File: src/rtl/bfly_pkg.sv
`timescale 1ns/1ps
package bfly_pkg;
  parameter int PORTS  = 8;
  parameter int ADDR_W = $clog2(PORTS);
  parameter int RANKS  = ADDR_W + 1;
  parameter int LEN_W  = $clog2(ADDR_W + 1);
  parameter int DATA_W = 16;
  parameter int CHK_W  = 8;

  // Packet as carried on every link: remaining route tag, then the body.
  typedef struct packed {
    logic [LEN_W-1:0]  hdrLen;
    logic [ADDR_W-1:0] hdr;
    logic [DATA_W-1:0] payload;
    logic [CHK_W-1:0]  chk;
  } pkt_t;

  // Strobes from a node's control to its datapath.
  typedef struct packed {
    logic load;
    logic sel;
    logic drain;
  } sw_strobe_t;
endpackage

File: src/rtl/bfSwitchCtrl.sv
`timescale 1ns/1ps
module bfSwitchCtrl
  import bfly_pkg::*;
(
  input  logic       clk,
  input  logic       rstN,
  input  logic [1:0] inValid,
  output logic [1:0] inReady,
  output logic [1:0] outValid,
  input  logic [1:0] outReady,
  input  logic       steer,
  output sw_strobe_t strb
);
  logic full;
  logic rrPtr;
  logic pick;
  logic drain;
  logic canLoad;

  // Round-robin choice between the two inputs.
  always_comb begin
    if (inValid[rrPtr])       pick = rrPtr;
    else if (inValid[~rrPtr]) pick = ~rrPtr;
    else                      pick = rrPtr;
    drain   = full && outReady[steer];
    canLoad = !full || drain;
    inReady = '0;
    inReady[pick] = canLoad;
    outValid = '0;
    outValid[steer] = full;
    strb.load  = canLoad && inValid[pick];
    strb.sel   = pick;
    strb.drain = drain;
  end

  always_ff @(posedge clk) begin
    if (!rstN) begin
      full  <= 1'b0;
      rrPtr <= 1'b0;
    end else begin
      if (strb.load)  full <= 1'b1;
      else if (drain) full <= 1'b0;
      if (strb.load)  rrPtr <= ~pick;
    end
  end

  // a blocked packet stays in place, aimed at the same output.
  p_hold_r7: assert property (@(posedge clk) disable iff (!rstN)
    (full && !outReady[steer]) |=> (full && $stable(steer)));

  // two contested loads in a row come from different inputs.
  p_rr_alt_r8: assert property (@(posedge clk) disable iff (!rstN)
    (strb.load && (&inValid)) ##1 (strb.load && (&inValid))
      |-> (strb.sel != $past(strb.sel)));
endmodule

File: src/rtl/bfSwitchData.sv
`timescale 1ns/1ps
module bfSwitchData
  import bfly_pkg::*;
(
  input  logic       clk,
  input  logic       rstN,
  input  pkt_t       inPkt [2],
  input  sw_strobe_t strb,
  output pkt_t       pktOut,
  output logic       steer
);
  pkt_t chosen;
  pkt_t nxt;
  logic nxtSteer;

  // take the leading tag bit as the output choice, then strip it.
  always_comb begin
    chosen   = inPkt[strb.sel];
    nxt      = chosen;
    nxtSteer = 1'b0;
    if (chosen.hdrLen != '0) begin
      nxtSteer   = chosen.hdr[ADDR_W-1];
      nxt.hdr    = chosen.hdr << 1;
      nxt.hdrLen = chosen.hdrLen - LEN_W'(1);
    end
  end

  always_ff @(posedge clk) begin
    if (!rstN) begin
      pktOut <= '0;
      steer  <= 1'b0;
    end else if (strb.load) begin
      pktOut <= nxt;
      steer  <= nxtSteer;
    end else if (strb.drain) begin
      pktOut <= '0;
      steer  <= 1'b0;
    end
  end
endmodule

File: src/rtl/bfFabric.sv
`timescale 1ns/1ps
module bfFabric
  import bfly_pkg::*;
(
  input  logic                           clk,
  input  logic                           rstN,
  input  logic [PORTS-1:0]               srcValid,
  output logic [PORTS-1:0]               srcReady,
  input  logic [PORTS-1:0][ADDR_W-1:0]   srcDest,
  input  logic [PORTS-1:0][DATA_W-1:0]   srcData,
  input  logic [PORTS-1:0][CHK_W-1:0]    srcChk,
  output logic [PORTS-1:0]               dstValid,
  input  logic [PORTS-1:0]               dstReady,
  output logic [PORTS-1:0][LEN_W-1:0]    dstHdrLen,
  output logic [PORTS-1:0][ADDR_W-1:0]   dstHdr,
  output logic [PORTS-1:0][DATA_W-1:0]   dstData,
  output logic [PORTS-1:0][CHK_W-1:0]    dstChk
);
  // Per node: two inbound slots, two outbound links, one held packet.
  logic inValidA  [RANKS][PORTS][2];
  logic inReadyA  [RANKS][PORTS][2];
  pkt_t inPktA    [RANKS][PORTS][2];
  logic outValidA [RANKS][PORTS][2];
  logic outReadyA [RANKS][PORTS][2];
  pkt_t nodePkt   [RANKS][PORTS];

  // Switching nodes.
  for (genvar r = 0; r < RANKS; r++) begin : g_rank
    for (genvar c = 0; c < PORTS; c++) begin : g_node
      logic [1:0] inV, inR, oV, oR;
      logic       steer;
      sw_strobe_t strb;

      assign inV = {inValidA[r][c][1], inValidA[r][c][0]};
      assign inReadyA[r][c][0] = inR[0];
      assign inReadyA[r][c][1] = inR[1];
      assign oR = {outReadyA[r][c][1], outReadyA[r][c][0]};
      assign outValidA[r][c][0] = oV[0];
      assign outValidA[r][c][1] = oV[1];

      bfSwitchCtrl u_ctrl (
        .clk(clk), .rstN(rstN),
        .inValid(inV), .inReady(inR),
        .outValid(oV), .outReady(oR),
        .steer(steer), .strb(strb)
      );

      bfSwitchData u_data (
        .clk(clk), .rstN(rstN),
        .inPkt(inPktA[r][c]), .strb(strb),
        .pktOut(nodePkt[r][c]), .steer(steer)
      );

      // header length left on a rank's outputs.
      localparam int LEFT = (r < ADDR_W) ? (ADDR_W - 1 - r) : 0;
      p_strip_r3: assert property (@(posedge clk) disable iff (!rstN)
        (outValidA[r][c][0] || outValidA[r][c][1])
          |-> (nodePkt[r][c].hdrLen == LEN_W'(LEFT)));
    end
  end

  // rank r output k goes to the next-rank column whose bit (ADDR_W-1-r)
  // equals k; slot 0 is the straight link, slot 1 the crossing one.
  for (genvar r = 0; r < RANKS - 1; r++) begin : g_wire
    for (genvar c = 0; c < PORTS; c++) begin : g_col
      for (genvar k = 0; k < 2; k++) begin : g_out
        localparam int MASK = 1 << (ADDR_W - 1 - r);
        localparam int NXT  = (k == 1) ? (c | MASK) : (c & ~MASK);
        localparam int SLOT = (NXT == c) ? 0 : 1;
        assign inValidA[r+1][NXT][SLOT] = outValidA[r][c][k];
        assign inPktA[r+1][NXT][SLOT]   = nodePkt[r][c];
        assign outReadyA[r][c][k]       = inReadyA[r+1][NXT][SLOT];
      end
    end
  end

  // Edge ranks: sources into rank 0, rank RANKS-1 out to destinations.
  for (genvar c = 0; c < PORTS; c++) begin : g_edge
    assign inValidA[0][c][0] = srcValid[c];
    assign inValidA[0][c][1] = 1'b0;
    assign inPktA[0][c][0]   = {LEN_W'(ADDR_W), srcDest[c], srcData[c], srcChk[c]};
    assign inPktA[0][c][1]   = '0;
    assign srcReady[c]       = inReadyA[0][c][0] | inReadyA[0][c][1];

    assign dstValid[c]  = outValidA[RANKS-1][c][0];
    assign dstHdrLen[c] = nodePkt[RANKS-1][c].hdrLen;
    assign dstHdr[c]    = nodePkt[RANKS-1][c].hdr;
    assign dstData[c]   = nodePkt[RANKS-1][c].payload;
    assign dstChk[c]    = nodePkt[RANKS-1][c].chk;
    assign outReadyA[RANKS-1][c][0] = dstReady[c];
    assign outReadyA[RANKS-1][c][1] = 1'b0;

    // the last rank never uses its second link.
    p_spare_idle_r9: assert property (@(posedge clk) disable iff (!rstN)
      !outValidA[RANKS-1][c][1]);

    // delivered header is empty.
    p_empty_hdr_r3: assert property (@(posedge clk) disable iff (!rstN)
      dstValid[c] |-> (dstHdrLen[c] == '0 && dstHdr[c] == '0));

    // a refused delivery stays put.
    p_dst_hold_r7: assert property (@(posedge clk) disable iff (!rstN)
      (dstValid[c] && !dstReady[c])
        |=> (dstValid[c] && $stable(dstData[c]) && $stable(dstChk[c])));
  end
endmodule

File: config.mk
export PLATFORM = sky130hd
export DESIGN_NAME = bfFabric
export DESIGN_NICKNAME = d
export VERILOG_FILES = /design/src/rtl/bfly_pkg.sv /design/src/rtl/bfSwitchCtrl.sv /design/src/rtl/bfSwitchData.sv /design/src/rtl/bfFabric.sv
export SDC_FILE = /design/constraint.sdc
export NUM_CORES = 2
export LEC_CHECK = 0
export BUFFER_PORTS_ARGS = -buffer_cell sky130_fd_sc_hd__buf_2
export CAP_MARGIN = 20
export CORE_ASPECT_RATIO = 0.75
export CORE_UTILIZATION = 56
export CTS_BUF_LIST = sky130_fd_sc_hd__clkbuf_4 sky130_fd_sc_hd__clkbuf_8
export CTS_CLUSTER_SIZE = 30
export DETAILED_ROUTE_END_ITERATION = 8
export PLACE_DENSITY = 0.81
export RECOVER_POWER = 100
export SLEW_MARGIN = 25
export SYNTH_ARGS = -nofsm -noshare
export SYNTH_HDL_FRONTEND = slang
export SYNTH_HIERARCHICAL = 1
export SYNTH_SLANG_ARGS = --single-unit
File: constraint.sdc
create_clock -name clk -period 5 [get_ports clk]
set_clock_uncertainty 0.15 [all_clocks]
set_input_delay 1 -clock clk [delete_from_list [all_inputs] [get_ports clk]]
set_output_delay 1 -clock clk [all_outputs]
set_load 0.1 [all_outputs]
======== Word level (Yosys, flattened, before mapping) ========
Index checks and enable logic that the tools add are counted.
operators by class
  add/subtract/negate cells ............... 32
  multiply operators ...................... 0
  divide/modulo/power cells ............... 0
  magnitude comparators ................... 224
  eq/ne operators ......................... 0
  shifts and indexed selects .............. 0
  mux-type cells .......................... 768
  bitwise operators ....................... 168
  reductions and logical operators ........ 256
operators by type and width
  operator               number
  $mux W29               160
  $mux W1                512
  $lt A1 B2 Y1 const B   128
  $mux W5                32
  $logic_and A1 B1 Y1    128
  $reduce_bool A2 Y1     64
  $and A2 B2 Y2          56
  $demux W1 S1           64
  $ge A1 B1 Y1 const B   64
  $ge A2 B2 Y1 const B   32
  $not A1 Y1             64
  $not A1 Y2             32
  $sub A2 B1 Y2 const B  32
  $logic_not A1 Y1       32
  $logic_or A1 B1 Y1     32
  $and A1 B1 Y1          8
  $or A1 B1 Y1           8
storage, ports and cells
  register bits ........................... 1024
  bits in latches ......................... 0
  memory bits (writable) .................. 0
  memory bits (read-only) ................. 0
  bits of input ports ..................... 234
  output and inout port bits .............. 248
  logic and storage cells ................. 1672
  memories kept ........................... 0

======== Longest topological paths before layout ========
  depth in word-level cells ............... 30
  gate-level depth with buffers ........... 18

======== Hierarchy ========
Netlist, hierarchy kept.
by module, submodules not included
  module        times used  cells each  area each (µm²)
  bfSwitchData  32          169         1631.6
  bfSwitchCtrl  32          22          180.2
  bfFabric      1           10          57.6

======== Worst setup path after synthesis ========
Ideal clock, no wire load.
  kind .................................... input-to-output
  start ................................... in dstReady[7]
  end ..................................... out srcReady[0]
  arrival ................................. 3356 ps
  required time ........................... 3850 ps
  path slack .............................. 494 ps
  stages .................................. 13
  buffers on the path ..................... 0
  cells stage by stage .................... mux2i_1 -> and2_4 -> nor2b_1 -> mux2i_1 -> and2_4 -> nor2b_1 -> mux2i_1 -> and2_4 -> nor2b_1 -> mux2i_1 -> and2_4 -> nor2b_1 -> or2_1
on the way
  longest elaborated chain between the ends .. 21
RTL lines
  what                                         line                source
  start: declaration                           bfFabric.sv:13      input logic [PORTS-1:0] dstReady,
  $mux W1 (implied by the code) (2 in series)  bfSwitchCtrl.sv:25  drain = full && outReady[steer];
  $logic_and A1 B1 Y1                          bfSwitchCtrl.sv:25
  $logic_or A1 B1 Y1                           bfSwitchCtrl.sv:26  canLoad = !full || drain;
  $and A2 B2 Y2 (no line)                      --
  via g_rank[3].g_node[7].inR[1]               bfFabric.sv:30      logic [1:0] inV, inR, oV, oR;
  $mux W1 (implied by the code) (2 in series)  bfSwitchCtrl.sv:25
  $logic_and A1 B1 Y1                          bfSwitchCtrl.sv:25
  $logic_or A1 B1 Y1                           bfSwitchCtrl.sv:26
  (+1 left out)                                --
  via g_rank[2].g_node[6].inR[1]               bfFabric.sv:30
  (+4 left out)                                --
  $and A2 B2 Y2 (no line)                      --
  via g_rank[1].g_node[4].inR[1]               bfFabric.sv:30
  $mux W1 (implied by the code) (2 in series)  bfSwitchCtrl.sv:25
  $logic_and A1 B1 Y1                          bfSwitchCtrl.sv:25
  $logic_or A1 B1 Y1                           bfSwitchCtrl.sv:26
  $and A2 B2 Y2 (no line)                      --
  via g_rank[0].g_node[0].inR[1]               bfFabric.sv:30
  $or A1 B1 Y1                                 bfFabric.sv:83      assign srcReady[c] = inReadyA[0][c][0] | inReadyA[0][c][1];
  end: declaration                             bfFabric.sv:8       output logic [PORTS-1:0] srcReady,
The timed path passes the listed nets, and every way through them passes these cells. The select of a mux whose other input is x is not followed.

==> metrics <==
Sw Share 0.349; reg2reg end g_rank[2].g_node[3].u_data/steer; hpwl dp 143000 um; final worst slack -0.0835 ns; PD cells 379 nW/um2; clk buf depth 3; Hold Crit Start srcValid[7]; Routed WL roughly 190000 um; I/O pin total roughly 480; Clock Sink Count around 1000; Syn Area/Cell approximately 9.5 um2; hold_buf cts 0; total power between 20 and 25 mW; crit path DAT between 3 and 4 ns; sequential share of power 0.391; Mapped Area 58000 um2; Leak Pwr about 25 nW; Final Cycle Share 1.02; Die Y ~280 um; Comb pwr share 0.295; core box area ~100000 um2; CP startpoint g_rank[2].g_node[4].u_data/steer; Slew @ Worst Pin just under 3 ns; Area Overhead vs Synth 13.5%; Worst setup EP type output port; number of I/O port buffers ~480; RSZ-0062 raised after global routing yes; Clk pwr share 0.315; count of pins over their slew limit ~720; number of DRC markers in iteration 0 5822; crit path kind flop to output port; Ys Warns 6; # rows about 100; initial antenna violation count 12; CTS tree built; post-route DRC violation count 0; min cycle time layout ~5.1 ns; total global routing overflow 0; Worst Hold End g_rank[0].g_node[7].u_ctrl/full; Worst Hold Depth 2; worst-path fanout max 3; Initial Util 0.569; 1st-pass router iterations 6; final setup vio count 6; number of global-route vias before repair around 45000; Die Area 105000 um2; final core utilization 0.646; failing checks max-capacitance violations, max-slew violations, negative setup slack; reg-to-reg slack, setup around 0.56 ns; Req. time, crit path about 3.9 ns; Clock Latency Late Sink approximately 0.9 ns; Antenna Nets Post-Route 0; slew margin rel. -0.953; final hold vios 0; routed len/inst between 20 and 25 um; RR Startpoint g_rank[2].g_node[2].u_data/steer; total track usage 0.353; share of layout cells above drive strength 1 0.279; total CTS buffers approximately 170; Internal approximately 16 mW; Die Wd ~370 um; Startpoint Class flop; placer congestion estimate around 1.0; htree depth 4; DR vias/cell about 6; CTS root buffer clkbuf_8; first-pass GRT wire length 281000 um; status finished, violations left; CTS clock-pin slew for the worst setup and hold paths ~0.070 ns; Hold Path Class primary input to flop; Vias roughly 50000; fmax 197 MHz; FF-to-FF path depth 10; worst vdd ir 330 uV; nets 7005; largest net degree at the start of global routing ~130; max_cap viols 7; Gate Count Post-Synth approximately 6100; NetSw 8.70 mW
-- timing repair --
item	in CTS	in global routing
pin swaps	25	17
endpoints found under the setup margin	8	8
gates resized for setup	72	17
setup buffers	62	15
-- metrics by stage --
| step | worst slack, ns | cell area, um2 | hold slack, ns | setup TNS (ns) | std cells |
|---|---|---|---|---|---|
| after floorplan | 0.494 | 59200 | 0.303 | 0 | 6448 |
| after global placement | -0.0395 | 61900 | 0.302 | -0.0395 | 7866 |
| after detailed placement | -0.0722 | 61900 | 0.312 | -0.102 | 7866 |
| after CTS | -0.164 | 66100 | 0.192 | -0.576 | 8212 |
| after global routing | -0.232 | 65800 | 0.246 | -1.63 | 8230 |
| final | -0.0835 | 65800 | 0.262 | -0.313 | 8235 |
-- area by class of cell --
type,instances,area [um2]
multi-input combinational,4848,36100
fill,8496,36000
sequential,1024,20500
timing repair buffer,700,3870
clock buffer,254,3180
tap,1339,1680
clock inverter,31,317
inverter,32,120
antenna,7,17.5
-- critical path, cell delays in order, from the launching register on --
cell     delay (ns)
dfxtp_2        0.32
and2b_2        0.24
inv_2          0.04
maj3_2         0.30
nor2b_1        0.13
mux2i_1        0.25
and2_4         0.23
nor2b_1        0.05
mux2i_1        0.14
buf_4          0.18
and2_4         0.18
nor2_2         0.04
mux2i_1        0.17
buf_4          0.14
and2_4         0.15
nor2b_1        0.06
or2_1          0.26
buf_12         0.18
-- power by group through the flow --
stage / Sequential (mW) / Clock, mW / Combinational (mW)
CTS: 9.66 / 7.89 / 7.13
finish: 9.74 / 7.84 / 7.35
global placement: 9.79 / 0 / 6.72
detailed placement: 9.83 / 0 / 6.85
global route: 9.75 / 8.26 / 7.78
floorplan: 9.54 / 0 / 5.28
-- state kept, by name, indices dropped and copies added (netlist names) --
register,flops
g_rank.g_node.u_data/pktOut,928
g_rank.g_node.u_ctrl/full,32
g_rank.g_node.u_ctrl/rrPtr,32
g_rank.g_node.u_data/steer,32
-- layout by cell type (no fill, tap or decap), types with 39 or more instances in the layout --
cell type and n:
clkbuf_4 51, mux2i_1 91, o211ai_1 64, buf_2 240, buf_4 200, nor2b_1 862
mux2_4 64, nor2_1 121, nand2_1 64, and2b_2 62, clkbuf_1 241, conb_1 336
nor3b_1 768, dfxtp_1 1007, and2_4 39, and2_1 55, a32oi_1 64, mux2_2 832
a21oi_1 768, clkbuf_8 203
-- routing by layer --
| metal | global-route usage | part of all wire | vias to the layer above |
|---|---|---|---|
| li1 | - | - | 22907 |
| met1 | 0.507 | 0.43 | 24089 |
| met2 | 0.508 | 0.41 | 2429 |
| met3 | 0.0908 | 0.12 | 365 |
| met4 | 0.121 | 0.033 | 16 |
| met5 | 0 | 0.00051 | - |
-- worst max path at each step --
stage / to / cells past startpoint / slack [ns]
2_1_floorplan: srcReady[0] / 13 / 0.49
3_3_place_gp: srcReady[5] / 18 / -0.04
3_5_place_dp: srcReady[5] / 18 / -0.07
4_1_cts: srcReady[1] / 17 / -0.16
5_1_grt: srcReady[1] / 18 / -0.23
6_report: srcReady[7] / 17 / -0.08
No activity file was read; power rests on OpenSTA's default activity.
